### config.mk
export PLATFORM = sky130hd
export DESIGN_NAME = mmdiv_top
export DESIGN_NICKNAME = d
export VERILOG_FILES = /design/src/rtl/mmdiv_pkg.sv /design/src/rtl/mmdiv_regfile.sv /design/src/rtl/mmdiv_seq.sv /design/src/rtl/mmdiv_fixup.sv /design/src/rtl/mmdiv_top.sv
export SDC_FILE = /design/constraint.sdc
export NUM_CORES = 1
export LEC_CHECK = 0
export CORE_MARGIN = 2
export CORE_UTILIZATION = 53
export CTS_BUF_LIST = sky130_fd_sc_hd__clkbuf_4 sky130_fd_sc_hd__clkbuf_8
export DETAILED_ROUTE_END_ITERATION = 6
export DONT_BUFFER_PORTS = 1
export PLACE_DENSITY_LB_ADDON = 0.08
export SLEW_MARGIN = 40
export SYNTH_ARGS = -nofsm -noshare
export SYNTH_HDL_FRONTEND = slang
export SYNTH_SLANG_ARGS = --single-unit
### constraint.sdc
create_clock -name clk -period 4.7 [get_ports clk]
set_clock_uncertainty 0.05 [all_clocks]
set_input_delay 0.94 -clock clk [delete_from_list [all_inputs] [get_ports clk]]
set_output_delay 0.94 -clock clk [all_outputs]
set_load 0.005 [all_outputs]
### src/rtl/mmdiv_pkg.sv
// Package: shared constants and types for the memory-mapped divider.
// Assumes byte offsets within a 32-byte window, word aligned.
package mmdiv_pkg;

    // Word slots of the register window (byte offset / 4)
    localparam int SLOT_DIVISOR = 0;
    localparam int SLOT_DVD32   = 1;
    localparam int SLOT_CTRL    = 2;
    localparam int SLOT_HOLE    = 3;
    localparam int SLOT_HI      = 4;
    localparam int SLOT_LO      = 5;
    localparam int SLOT_REMM    = 6;
    localparam int SLOT_QUOM    = 7;
    localparam int NUM_SLOTS    = 8;

    // Sequencer states
    typedef enum logic [1:0] {
        ST_IDLE = 2'd0,
        ST_LOAD = 2'd1,
        ST_ITER = 2'd2,
        ST_FIN  = 2'd3
    } seq_state_e;

endpackage

### src/rtl/mmdiv_regfile.sv
// Module: register window of the divider.
// Holds divisor, dividend words and result mirrors, decodes bus writes,
// produces the start pulse and operands, and serves combinational reads.
// Assumes one write per cycle; all writes are dropped while busy.
module mmdiv_regfile
    import mmdiv_pkg::*;
#(
    parameter int DW = 32,
    parameter int AW = 5
) (
    input  logic            clk,
    input  logic            rst_n,
    input  logic            wr_en,
    input  logic [AW-1:0]   wr_addr,
    input  logic [DW-1:0]   wr_data,
    input  logic [AW-1:0]   rd_addr,
    output logic [DW-1:0]   rd_data,
    input  logic            busy,
    input  logic            done,
    input  logic            done_wide,
    input  logic [DW-1:0]   res_quo,
    input  logic [DW-1:0]   res_rem,
    input  logic            res_ovf,
    output logic            start,
    output logic            start_wide,
    output logic [2*DW-1:0] op_num,
    output logic [DW-1:0]   op_den,
    output logic            ovf_flag,
    output logic [DW-1:0]   divisor_q,
    output logic [DW-1:0]   hi_q,
    output logic [DW-1:0]   lo_q,
    output logic [DW-1:0]   remm_q,
    output logic [DW-1:0]   quom_q
);

    logic [NUM_SLOTS-1:0] hit_w;
    logic [NUM_SLOTS-1:0] hit_r;
    logic [DW-1:0]        dvd32_q;
    logic [DW-1:0]        slot_val [NUM_SLOTS];
    logic                 accept;

    // Full-address slot decode for both ports; misaligned offsets hit nothing
    for (genvar s = 0; s < NUM_SLOTS; s++) begin : g_dec
        assign hit_w[s] = (wr_addr == AW'(s * 4));
        assign hit_r[s] = (rd_addr == AW'(s * 4));
    end

    assign accept     = wr_en && !busy;
    assign start      = accept && (hit_w[SLOT_DVD32] || hit_w[SLOT_LO]);
    assign start_wide = hit_w[SLOT_LO];
    assign op_den     = divisor_q;

    // Assemble the signed dividend for the operation being started
    always_comb begin
        if (hit_w[SLOT_LO]) begin
            op_num = {hi_q, wr_data};
        end else begin
            op_num = {{DW{wr_data[DW-1]}}, wr_data};
        end
    end

    // Divisor register: software writable while idle
    always_ff @(posedge clk) begin
        if (!rst_n) begin
            divisor_q <= '0;
        end else if (accept && hit_w[SLOT_DIVISOR]) begin
            divisor_q <= wr_data;
        end
    end

    // Short dividend register: takes the quotient of narrow divides
    always_ff @(posedge clk) begin
        if (!rst_n) begin
            dvd32_q <= '0;
        end else if (done && !done_wide) begin
            dvd32_q <= res_quo;
        end else if (accept && hit_w[SLOT_DVD32]) begin
            dvd32_q <= wr_data;
        end
    end

    // High dividend word: takes the remainder of every divide
    always_ff @(posedge clk) begin
        if (!rst_n) begin
            hi_q <= '0;
        end else if (done) begin
            hi_q <= res_rem;
        end else if (accept && hit_w[SLOT_HI]) begin
            hi_q <= wr_data;
        end
    end

    // Low dividend word: takes the quotient of every divide
    always_ff @(posedge clk) begin
        if (!rst_n) begin
            lo_q <= '0;
        end else if (done) begin
            lo_q <= res_quo;
        end else if (accept && hit_w[SLOT_LO]) begin
            lo_q <= wr_data;
        end
    end

    // Read-only result mirrors: loaded only at completion
    always_ff @(posedge clk) begin
        if (!rst_n) begin
            remm_q <= '0;
            quom_q <= '0;
        end else if (done) begin
            remm_q <= res_rem;
            quom_q <= res_quo;
        end
    end

    // Sticky overflow flag: set by a saturated result, cleared by writing one
    always_ff @(posedge clk) begin
        if (!rst_n) begin
            ovf_flag <= 1'b0;
        end else if (done && res_ovf) begin
            ovf_flag <= 1'b1;
        end else if (accept && hit_w[SLOT_CTRL] && wr_data[0]) begin
            ovf_flag <= 1'b0;
        end
    end

    // Values presented on each read slot
    always_comb begin
        slot_val[SLOT_DIVISOR] = divisor_q;
        slot_val[SLOT_DVD32]   = dvd32_q;
        slot_val[SLOT_CTRL]    = {{(DW-2){1'b0}}, busy, ovf_flag};
        slot_val[SLOT_HOLE]    = '0;
        slot_val[SLOT_HI]      = hi_q;
        slot_val[SLOT_LO]      = lo_q;
        slot_val[SLOT_REMM]    = remm_q;
        slot_val[SLOT_QUOM]    = quom_q;
    end

    // Read mux: zero when no slot matches
    always_comb begin
        rd_data = '0;
        for (int s = 0; s < NUM_SLOTS; s++) begin
            if (hit_r[s]) begin
                rd_data = slot_val[s];
            end
        end
    end

endmodule

### src/rtl/mmdiv_seq.sv
// Module: iterative unsigned restoring divide on operand magnitudes.
// Takes a start pulse with a signed 2*DW-bit dividend and a DW-bit divisor,
// runs one load cycle, DW shift-subtract cycles and one finish cycle.
// Assumes start is only pulsed while idle. Flags a quotient that cannot fit
// DW unsigned bits (including a zero divisor) before iterating.
module mmdiv_seq
    import mmdiv_pkg::*;
#(
    parameter int DW = 32
) (
    input  logic            clk,
    input  logic            rst_n,
    input  logic            start,
    input  logic            start_wide,
    input  logic [2*DW-1:0] num,
    input  logic [DW-1:0]   den,
    output logic            busy,
    output logic            fin,
    output logic            wide,
    output logic            neg_num,
    output logic            neg_den,
    output logic            pre_ovf,
    output logic [DW-1:0]   qmag,
    output logic [DW-1:0]   rmag
);

    localparam int CW = $clog2(DW);

    seq_state_e        state;
    logic [CW-1:0]     iter_cnt;
    logic [2*DW-1:0]   num_mag;
    logic [DW-1:0]     den_mag;
    logic [DW:0]       shifted;
    logic              take;

    assign busy = (state != ST_IDLE);
    assign fin  = (state == ST_FIN);

    // Trial subtraction for one restoring step
    always_comb begin
        shifted = {rmag, qmag[DW-1]};
        take    = (shifted >= {1'b0, den_mag});
    end

    // Control sequence: idle -> load -> DW iterations -> finish
    always_ff @(posedge clk) begin
        if (!rst_n) begin
            state    <= ST_IDLE;
            iter_cnt <= '0;
        end else begin
            case (state)
                ST_IDLE: if (start) state <= ST_LOAD;
                ST_LOAD: begin
                    state    <= ST_ITER;
                    iter_cnt <= '0;
                end
                ST_ITER: begin
                    iter_cnt <= iter_cnt + 1'b1;
                    if (iter_cnt == CW'(DW - 1)) state <= ST_FIN;
                end
                default: state <= ST_IDLE;
            endcase
        end
    end

    // Operand capture: signs and magnitudes latched at start
    always_ff @(posedge clk) begin
        if (!rst_n) begin
            wide    <= 1'b0;
            neg_num <= 1'b0;
            neg_den <= 1'b0;
            num_mag <= '0;
            den_mag <= '0;
        end else if (state == ST_IDLE && start) begin
            wide    <= start_wide;
            neg_num <= num[2*DW-1];
            neg_den <= den[DW-1];
            num_mag <= num[2*DW-1] ? (~num + 1'b1) : num;
            den_mag <= den[DW-1] ? (~den + 1'b1) : den;
        end
    end

    // Datapath: load partial remainder and quotient, then shift-subtract
    always_ff @(posedge clk) begin
        if (!rst_n) begin
            rmag    <= '0;
            qmag    <= '0;
            pre_ovf <= 1'b0;
        end else if (state == ST_LOAD) begin
            rmag    <= num_mag[2*DW-1:DW];
            qmag    <= num_mag[DW-1:0];
            pre_ovf <= (num_mag[2*DW-1:DW] >= den_mag);
        end else if (state == ST_ITER) begin
            rmag <= take ? DW'(shifted - {1'b0, den_mag}) : shifted[DW-1:0];
            qmag <= {qmag[DW-2:0], take};
        end
    end

endmodule

### src/rtl/mmdiv_fixup.sv
// Module: sign restoration and saturation of the raw magnitudes.
// Purely combinational. Assumes pre_ovf already covers a zero divisor and
// any magnitude that does not fit DW bits.
module mmdiv_fixup #(
    parameter int DW = 32
) (
    input  logic          neg_num,
    input  logic          neg_den,
    input  logic          pre_ovf,
    input  logic [DW-1:0] qmag,
    input  logic [DW-1:0] rmag,
    output logic [DW-1:0] quo,
    output logic [DW-1:0] rem,
    output logic          ovf
);

    localparam logic [DW-1:0] SMAX = {1'b0, {(DW-1){1'b1}}};
    localparam logic [DW-1:0] SMIN = {1'b1, {(DW-1){1'b0}}};

    logic q_neg;
    logic range_ovf;

    // Signed range check on the unsigned quotient magnitude
    always_comb begin
        q_neg     = neg_num ^ neg_den;
        range_ovf = q_neg ? (qmag > SMIN) : qmag[DW-1];
        ovf       = pre_ovf || range_ovf;
    end

    // Apply signs or saturate
    always_comb begin
        if (ovf) begin
            quo = q_neg ? SMIN : SMAX;
            rem = '0;
        end else begin
            quo = q_neg ? (~qmag + 1'b1) : qmag;
            rem = neg_num ? (~rmag + 1'b1) : rmag;
        end
    end

endmodule

### src/rtl/mmdiv_top.sv
// Module: memory-mapped signed divider, top level.
// Connects the register window, the restoring sequencer and the sign fix-up.
// Assumes a single-master register bus with one write per cycle.
module mmdiv_top #(
    parameter int DW = 32,
    parameter int AW = 5
) (
    input  logic          clk,
    input  logic          rst_n,
    input  logic          wr_en,
    input  logic [AW-1:0] wr_addr,
    input  logic [DW-1:0] wr_data,
    input  logic [AW-1:0] rd_addr,
    output logic [DW-1:0] rd_data,
    output logic          busy
);

    logic            start;
    logic            start_wide;
    logic [2*DW-1:0] op_num;
    logic [DW-1:0]   op_den;
    logic            fin;
    logic            wide;
    logic            neg_num;
    logic            neg_den;
    logic            pre_ovf;
    logic [DW-1:0]   qmag;
    logic [DW-1:0]   rmag;
    logic [DW-1:0]   res_quo;
    logic [DW-1:0]   res_rem;
    logic            res_ovf;
    logic            ovf_flag;
    logic [DW-1:0]   divisor_q;
    logic [DW-1:0]   hi_q;
    logic [DW-1:0]   lo_q;
    logic [DW-1:0]   remm_q;
    logic [DW-1:0]   quom_q;

    mmdiv_regfile #(.DW(DW), .AW(AW)) u_regs (
        .clk        (clk),
        .rst_n      (rst_n),
        .wr_en      (wr_en),
        .wr_addr    (wr_addr),
        .wr_data    (wr_data),
        .rd_addr    (rd_addr),
        .rd_data    (rd_data),
        .busy       (busy),
        .done       (fin),
        .done_wide  (wide),
        .res_quo    (res_quo),
        .res_rem    (res_rem),
        .res_ovf    (res_ovf),
        .start      (start),
        .start_wide (start_wide),
        .op_num     (op_num),
        .op_den     (op_den),
        .ovf_flag   (ovf_flag),
        .divisor_q  (divisor_q),
        .hi_q       (hi_q),
        .lo_q       (lo_q),
        .remm_q     (remm_q),
        .quom_q     (quom_q)
    );

    mmdiv_seq #(.DW(DW)) u_seq (
        .clk        (clk),
        .rst_n      (rst_n),
        .start      (start),
        .start_wide (start_wide),
        .num        (op_num),
        .den        (op_den),
        .busy       (busy),
        .fin        (fin),
        .wide       (wide),
        .neg_num    (neg_num),
        .neg_den    (neg_den),
        .pre_ovf    (pre_ovf),
        .qmag       (qmag),
        .rmag       (rmag)
    );

    mmdiv_fixup #(.DW(DW)) u_fix (
        .neg_num (neg_num),
        .neg_den (neg_den),
        .pre_ovf (pre_ovf),
        .qmag    (qmag),
        .rmag    (rmag),
        .quo     (res_quo),
        .rem     (res_rem),
        .ovf     (res_ovf)
    );

endmodule

Word-level counts from Yosys, hierarchy flattened
Cells that the tools add are included.
{"block": "word_totals", "register_bits": 364, "in_bits": 45, "out_inout_bits": 33, "word_cells": 107}
{"block": "classes", "add_sub_neg": 6, "n_lt_le_gt_ge": 3, "n_eq_ne": 17, "muxes": 34, "bitwise": 5, "n_reduce_logical": 25}
{"op": "2-to-1 mux 32 bit", "count": 25}
{"op": "2-to-1 mux 64 bit", "count": 2}
{"op": "adder 32 x 1 -> 32 bit, second input constant", "count": 3}
{"op": "NOT 32 bit", "count": 3}
{"op": "adder 64 x 1 -> 64 bit, second input constant", "count": 1}
{"op": "NOT 64 bit", "count": 1}
{"op": "== test 5 bit, second input constant", "count": 7}
{"op": ">= comparator 33 x 32 -> 1 bit", "count": 1}
{"op": ">= comparator 32 bit", "count": 1}
{"op": "> comparator 32 bit, second input constant", "count": 1}
{"op": "subtractor 32 bit", "count": 1}
{"op": "== test 5 x 4 -> 1 bit, second input constant", "count": 3}
{"op": "nonzero test 2 bit", "count": 6}
{"op": "logical AND 1 bit", "count": 11}
{"op": "== test 5 x 3 -> 1 bit, second input constant", "count": 2}
{"op": "logical NOT 5 bit", "count": 2}
{"op": "one-hot mux 5 bit (2 select lines)", "count": 1}
{"op": "one-hot mux 2 bit (3 select lines)", "count": 1}
{"op": "adder 5 x 1 -> 5 bit, second input constant", "count": 1}
{"op": "== test 2 bit, second input constant", "count": 2}
{"op": "2-to-1 mux 2 bit", "count": 2}
{"op": "!= test 2 x 1 -> 1 bit, second input constant", "count": 2}
{"op": "2-to-1 mux 1 bit", "count": 3}
{"op": "== test 2 x 1 -> 1 bit, second input constant", "count": 1}
{"op": "other kinds (5)", "count": 7}

Depth between registers and ports, before layout
Gate-level depths: netlist (run 1).
{"block": "depth", "depth_word": 9, "ltp_mapped": 14, "depth_no_buf": 13}

By module
From an unflattened synthesis (run 1), not the netlist that was laid out.
{"block": "unflattened", "cells_unflattened": 2990, "area_unflattened_um2": 24158.2}
{"mod": "mmdiv_seq", "n_inst": 1, "cells_each": 1433, "area_per_inst_um2": 11680.0}
{"mod": "mmdiv_regfile", "n_inst": 1, "cells_each": 1203, "area_per_inst_um2": 10339.9}
{"mod": "mmdiv_fixup", "n_inst": 1, "cells_each": 354, "area_per_inst_um2": 2138.3}

Worst setup path before layout (run 1)
No wires, ideal clock.
{"block": "synth_path", "kind": "input to register", "from": "input port wr_data[22]", "to": "register u_seq.num_mag[61]", "arrival_time_ps": 3669, "t_required_ps": 4532, "setup_slack_ps": 863, "cell_stages": 9, "n_path_buf": 1, "cell_sequence": "buf_6 -> or4_4 -> or3_4 -> or3_4 -> or4b_4 -> or3_4 -> o31ai_4 -> xor2_1 -> o21ai_1"}
{"block": "synth_between", "elab_chain_len": 4}
{"element": "from (decl)", "line_no": "mmdiv_top.sv:12", "text": "input logic [DW-1:0] wr_data,"}
{"element": "2-to-1 mux 64 bit", "line_no": "mmdiv_regfile.sv:55", "text": "if (hit_w[SLOT_LO]) begin"}
{"element": "NOT 64 bit", "line_no": "mmdiv_seq.sv:78", "text": "num_mag <= num[2*DW-1] ? (~num + 1'b1) : num;"}
{"element": "adder 64 x 1 -> 64 bit", "line_no": "mmdiv_seq.sv:78"}
{"element": "2-to-1 mux 64 bit", "line_no": "mmdiv_seq.sv:78"}
{"element": "to (signal assigned)", "line_no": "mmdiv_seq.sv:78"}
{"element": "to (decl)", "line_no": "mmdiv_seq.sv:31", "text": "logic [2*DW-1:0] num_mag;"}
Every way passes these cells.
A chain may end at the register's enable or synchronous reset.

Worst setup path in the final report (run 1)
{"block": "layout_path", "from": "register u_seq.qmag[31]", "to": "register u_seq.rmag[23]"}
{"block": "layout_between", "elab_chain_len": 4}
{"element": "from (decl)", "line_no": "mmdiv_seq.sv:23", "text": "output logic [DW-1:0] qmag,"}
{"element": "from (signal assigned)", "line_no": "mmdiv_seq.sv:91", "text": "qmag <= num_mag[DW-1:0];"}
{"element": "from (signal assigned)", "line_no": "mmdiv_seq.sv:95", "text": "qmag <= {qmag[DW-2:0], take};"}
{"element": "subtractor 32 bit / >= comparator 33 x 32 -> 1 bit (equally long branches)", "line_no": "mmdiv_seq.sv:94, mmdiv_seq.sv:42"}
{"element": "2-to-1 mux 32 bit (*)", "line_no": "mmdiv_seq.sv:94", "text": "rmag <= take ? DW'(shifted - {1'b0, den_mag}) : shifted[DW-1:0];"}
{"element": "2-to-1 mux 32 bit (*)", "line_no": "mmdiv_seq.sv:93", "text": "end else if (state == ST_ITER) begin"}
{"element": "2-to-1 mux 32 bit (*)", "line_no": "mmdiv_seq.sv:89", "text": "end else if (state == ST_LOAD) begin"}
{"element": "to (signal assigned)", "line_no": "mmdiv_seq.sv:90", "text": "rmag <= num_mag[2*DW-1:DW];"}
{"element": "to (signal assigned)", "line_no": "mmdiv_seq.sv:94"}
{"element": "to (decl)", "line_no": "mmdiv_seq.sv:24", "text": "output logic [DW-1:0] rmag"}
Mark *: on every way between the ends. The rest lies on a longest branch, timed or not. The select of a mux whose other input is x is not followed.

==> results of run 1 <==
[metrics by stage]
| stage | worst slack, ns | hold slack (ns) | cells | area, um2 | power, uW |
|---|---|---|---|---|---|
| 3_5_place_dp | 0.707 | 0.388 | 3218 | 22300 | 12200 |
| 4_1_cts | 0.895 | 0.304 | 3331 | 23800 | 15500 |
| 6_report | 0.730 | 0.331 | 3331 | 23800 | 15700 |
| 2_1_floorplan | 0.863 | 0.372 | 2870 | 22000 | 9880 |
| 3_3_place_gp | 0.729 | 0.388 | 3217 | 22300 | 12100 |
| 5_1_grt | 0.522 | 0.319 | 3331 | 23800 | 16700 |
[report_power, final]
group | switching (uW) | internal [uW]
registers | 510 | 3350
logic | 5300 | 3220
clock network | 1390 | 1920
[flip-flops by register name, summed over array words and instances, names as in the netlist]
| signal | count |
|---|---|
| u_regs.quom_q | 32 |
| u_seq.pre_ovf | 1 |
| u_regs.lo_q | 32 |
| u_seq.den_mag | 32 |
| u_seq.state | 2 |
| u_seq.qmag | 32 |
| u_regs.divisor_q | 32 |
| u_regs.hi_q | 32 |
| u_seq.neg_num | 1 |
| u_regs.dvd32_q | 32 |
| u_seq.neg_den | 1 |
| u_regs.ovf_flag | 1 |
| u_seq.num_mag | 64 |
| u_seq.rmag | 32 |
| u_regs.remm_q | 32 |
| u_seq.wide | 1 |
| u_seq.iter_cnt | 5 |
[Yosys cell counts, types with 17 or more instances]
cell type	number
a21oi_1	301
xor2_1	101
clkbuf_1	215
nor2b_1	36
nor3_1	56
o31ai_1	60
a222oi_1	30
nand3b_1	30
o41ai_1	17
a211oi_1	128
o21ai_0	202
dfxtp_1	364
nand4_1	18
nor4_1	28
or3_1	22
a21o_1	30
ha_1	75
mux2i_1	96
a31oi_1	25
nand3_1	44
nor2_1	346
or4_1	19
nand2_1	285
nand2b_1	19
a311oi_1	20
inv_1	57
xnor2_1	46
[kinds of logic (layout without fill, tap and decap cells)]
group / after synthesis / in the layout / synth area share
xor+xnor: 147 / 147 / 0.0585
fa+ha+maj: 76 / 76 / 0.0435
compound gates: 920 / 920 / 0.264
buf+inv: 303 / 232 / 0.0543
mux: 101 / 101 / 0.0462
simple gates: 959 / 959 / 0.203
flops: 364 / 364 / 0.331
[worst max path at each step]
stage	endpoint	slack, ns	cells past startpoint
after global routing	u_seq.rmag[23]	0.52	11
after global placement	u_seq.num_mag[61]	0.73	8
after floorplan	u_seq.num_mag[61]	0.86	9
final	u_seq.rmag[23]	0.73	11
after CTS	u_seq.rmag[23]	0.90	11
after detailed placement	u_seq.num_mag[61]	0.71	8
[cell type report]
type / count / area [um2]
Multi-Input combinational cell: 2203 / 13700
Timing Repair Buffer: 61 / 508
Clock buffer: 99 / 1260
Inverter: 58 / 223
Tap cell: 532 / 666
Fill cell: 3885 / 17100
Sequential cell: 364 / 7290
Clock inverter: 14 / 186
[routing by layer]
metal | share of wire | up-vias
met5 | 0 | -
met4 | 0.048 | 0
met3 | 0.10 | 224
met2 | 0.44 | 1213
met1 | 0.41 | 10567
li1 | - | 10165
[critical path, cell delays in order (launching register included)]
cell and delay, ns:
dfxtp_1 0.43, inv_1 0.24, ha_1 0.26, inv_1 0.10, a21oi_1 0.10, o21ai_0 0.48
a211oi_1 0.29, o31ai_1 0.68, nor4_1 0.09, a2111oi_0 0.79, a21oi_1 0.08, a211oi_1 0.25
==> flow_summary.yaml, run 1 <==
cells_and_area:
  area_delta_synth_final_pct: 8.03
  utilization: 0.581
  drive_gt1_frac: 0.0807
  layout_commonest_cell: "dfxtp_1"
  antenna_cells: 0
  fin_nets: 2870
  most-common-layout-cells: "dfxtp_1 (364), nor2_1 (341), a21oi_1 (301)"
clock_network:
  insertion_delay_ns: 0.70
  cts.path.max_buffers: 3
  cts.sinks: 364
  cts_tree: "yes"
  cts_buffers: 61
  postCtsSetupRepairBufs: 0
  cts_resized: 0
  cts_root_buf: "clkbuf_8"
  clkTransAtPathRegs_ns: 0.07
  hold_buffers: 0
  htreeDepth: 2
place:
  gp_congestion: 1.03
  numPortBuffers: 0
  post-dp-hpwl_um: 58500
yosys:
  syn_nets: 2991
  async_reset_ff_frac: 0
  ys_ff_latch: 364
  ys.flop_type: "dfxtp_1"
  synth_top_area_share: 0.331
  synth.distinct_cells: 77
  ys_warn_count: 0
  netlist_area_mm2: 0.0220
  yosys-top-cells-area: "dfxtp_1 (33%), a21oi_1 (6.8%), nor2_1 (5.9%)"
  synth_edf_count: 0
  ys_seq_area_frac: 0.331
  synthesis.instances: 2870
  avgSynthCellArea_um2: 7.67
  yosysTopAreaCell: "dfxtp_1"
pwr:
  power_density_mw_per_mm2: 659
  power_leakage_uw: 0.00863
  vdd_drop_max_mv: 0.612
global_routing:
  grt_busiest_layer: "met2"
  use_met3: 0.0814
  grtUsageMet2: 0.570
  grt_usage: 0.367
  use_met1: 0.490
  grt_pass1_wl_um: 124000
  grt_max_degree: 125
  grt_pass1_vias: 20438
  antenna_found_initial: 0
  grt_overflow_total: 0
die:
  rows: 74
  die_height_um: 208
  dieArea_mm2: 0.0432
  coreArea_mm2: 0.0409
  ioPinCount: 78
  start_util: 0.538
  chipWidth_um: 208
critical_path:
  worstSetupEndpointType: "flop"
  arrival_ns: 4.50
  reg2reg_slack_ns: 0.73
  reg2reg_depth: 11
  setup.worst_path.start: "u_seq.qmag[31]"
  regToRegEndpoint: "u_seq.rmag[23]"
  required_ns: 5.23
  critPathKind: "reg -> reg"
  crit_path_max_fanout: 6
  r2r-start: "u_seq.qmag[31]"
  startpoint_type: "flop"
sta:
  setup_viol: 0
  fin_crit_sh: 0.845
  max_freq_mhz: 252
  worstMarginPinSlew_ns: 0.889
  final.setup.tns_ns: 0
  hold_viol_final: 0
  post-route-min-period_ns: 3.97
  slew_viol_final: 0
  slew_headroom: 0.392
  rsz0062_at_grt: "false"
run_status:
  failed_checks: "DRC"
  status: "finished with violations"
route:
  vias: 22169
  drcViolationCount: 19
  drtPass1Iterations: 7
  routed_wl_um: 82500
  ant_nets: 0
  drt_iter0_markers: 2881
  via_per_inst: 6.66
  wire_per_inst_um: 24.8
hold_path:
  whs_path_depth: 2
  hp-start: "wr_data[17]"
  min_to: "u_regs.divisor_q[17]"
  hold_path.class: "in -> reg"
job:
  cap_violations: 0
No activity file was read; power rests on OpenSTA's default activity.
==> run 2, diff against run 1 <==
clock period = 3.6 ns   (was 4.7 ns; I/O delays follow)
==> run 2 against run 1 <==
Against the previous run: die area unchanged; register-to-register slack got worse by 0.59 ns; global-route usage increased by 1.8 points; largest cell class unchanged; critical path depth increased by 1; first-iteration DRC count decreased by 5.7%; via count increased by 1.8%; highest routed layer is now met5; setup slack got worse by 0.59 ns; the flow still finishes with violations (DRC); clock power increased by 34%; critical endpoint is now u_seq.rmag[0]; maximum frequency increased by 15%.
==> flow_summary.yaml, run 2 (synthesized netlist as in run 1, its figures left out) <==
global_routing:
  grt_pass1_vias: 21180
  grt_overflow_total: 0
  grt_max_degree: 90
  grt_pass1_wl_um: 129000
  grt_usage: 0.385
  antenna_found_initial: 2
clock_network:
  hold_buffers: 0
  cts_tree: "yes"
  clkTransAtPathRegs_ns: 0.06
  insertion_delay_ns: 0.65
  cts.path.max_buffers: 3
  cts_root_buf: "clkbuf_8"
  cts_buffers: 66
  cts.sinks: 364
  htreeDepth: 3
place:
  numPortBuffers: 0
  gp_congestion: 0.989
  post-dp-hpwl_um: 61500
  placedInstanceArea_mm2: 0.0233
pwr:
  power_leakage_uw: 0.00927
  power_density_mw_per_mm2: 890
  vdd_drop_max_mv: 0.915
sta:
  slew_headroom: 0.483
  hold_viol_final: 0
  worstMarginPinSlew_ns: 0.776
  slew_viol_final: 0
  rsz0062_at_grt: "false"
  setup_viol: 0
  final.setup.tns_ns: 0
  fin_crit_sh: 0.963
  post-route-min-period_ns: 3.47
  max_freq_mhz: 289
cells_and_area:
  regArea_mm2: 0.00729
  antenna_cells: 0
  multi_input_area_mm2: 0.0137
  fin_nets: 2993
  drive_gt1_frac: 0.120
  regMostFlops: "u_seq.num_mag"
  layout_commonest_cell: "dfxtp_1"
  stdcell_area_mm2: 0.0248
  area_delta_synth_final_pct: 12.8
  most-common-layout-cells: "dfxtp_1 (364), nor2_1 (340), a21oi_1 (300)"
  n_fill_cell: 3835
  largest_reg_flops: 64
hold_path:
  hold_path.class: "in -> reg"
critical_path:
  worstSetupEndpointType: "flop"
  arrival_ns: 3.99
  startpoint_type: "flop"
  critPathKind: "reg -> reg"
  crit_path_max_fanout: 15
  required_ns: 4.12
route:
  ant_nets: 0
  drtPass1Iterations: 7
  drcViolationCount: 11
  drt_iter0_markers: 2718
  routed_wl_um: 85300
  wire_per_inst_um: 24.7
  vias: 22567
  via_per_inst: 6.54
die:
  dieArea_mm2: 0.0432
  ioPinCount: 78
  start_util: 0.538
  die_height_um: 208
  coreArea_mm2: 0.0409
  chipWidth_um: 208
  rows: 74
job:
  cap_violations: 0
run_status:
  status: "finished with violations"
  failed_checks: "DRC"
-- run 2: cell count changes in the layout (fill, tap and decap cells not counted), sizes merged --
cell | before | now
buf | 61 | 179
inv | 58 | 61
bufinv | 4 | 3
clkbuf | 99 | 100
-- run 2: per-stage QoR --
stage               cells  hold WS [ns]  total power [uW]  utilization  setup WS, ns
floorplan            2870         0.372             12900            -        0.0418
global placement     3334         0.385             17100        0.570        0.0194
detailed placement   3334         0.391             17200        0.570       -0.0543
CTS                  3450         0.126             21700        0.606        0.0378
global route         3452         0.143             23500        0.607       0.00433
finish               3452         0.157             22100        0.607         0.135
-- run 2: where the power goes --
group          leakage, uW  internal, uW  total, uW  switching, uW
Sequential         0.00294          4370       4770            404
Clock             0.000772          2510       4420           1900
Combinational      0.00556          5240      12900           7670
-- run 2: repair_timing --
action | 4_1_cts | 5_1_grt
pin swaps | 0 | 2
buffers inserted | 0 | 1
resized for setup | 1 | 6
setup endpoints to repair | 1 | 37
-- run 2: layout make-up --
| class | count | share of cell area |
|---|---|---|
| Multi-Input combinational cell | 2203 | 0.550 |
| Sequential cell | 364 | 0.293 |
| Timing Repair Buffer | 179 | 0.0617 |
| Clock buffer | 100 | 0.0519 |
| Tap cell | 532 | 0.0268 |
| Inverter | 58 | 0.00897 |
| Clock inverter | 16 | 0.00700 |
-- run 2: final timing paths --
kind	from	end	slack (ns)	cells past startpoint
worst max-delay path	u_seq.den_mag[26]	u_seq.rmag[0]	0.13	12
worst min-delay path	wr_data[15]	u_regs.divisor_q[15]	0.16	2
worst max register to register	u_seq.den_mag[26]	u_seq.rmag[0]	0.13	12
worst min register to register	u_regs.quom_q[18]	u_regs.quom_q[18]	0.40	2
-- run 2: critical path: stages, from the launching register on --
cell	delay [ns]
dfxtp_1	0.33
inv_1	0.08
ha_1	0.35
a21o_1	0.20
a21oi_1	0.23
o21ai_0	0.23
a41oi_1	0.30
o21ai_0	0.21
a311oi_4	0.60
buf_4	0.33
nor2b_1	0.07
a211o_1	0.26
a31oi_1	0.16
-- run 2: metal layers --
metal / wire length, um / vias up / global-route usage / part of all wire
met5: 38 / - / 0 / 0.00045
li1: - / 10384 / - / -
met1: 35100 / 10728 / 0.511 / 0.41
met3: 8670 / 233 / 0.0914 / 0.10
met2: 37300 / 1216 / 0.591 / 0.44
met4: 4210 / 6 / 0.175 / 0.049
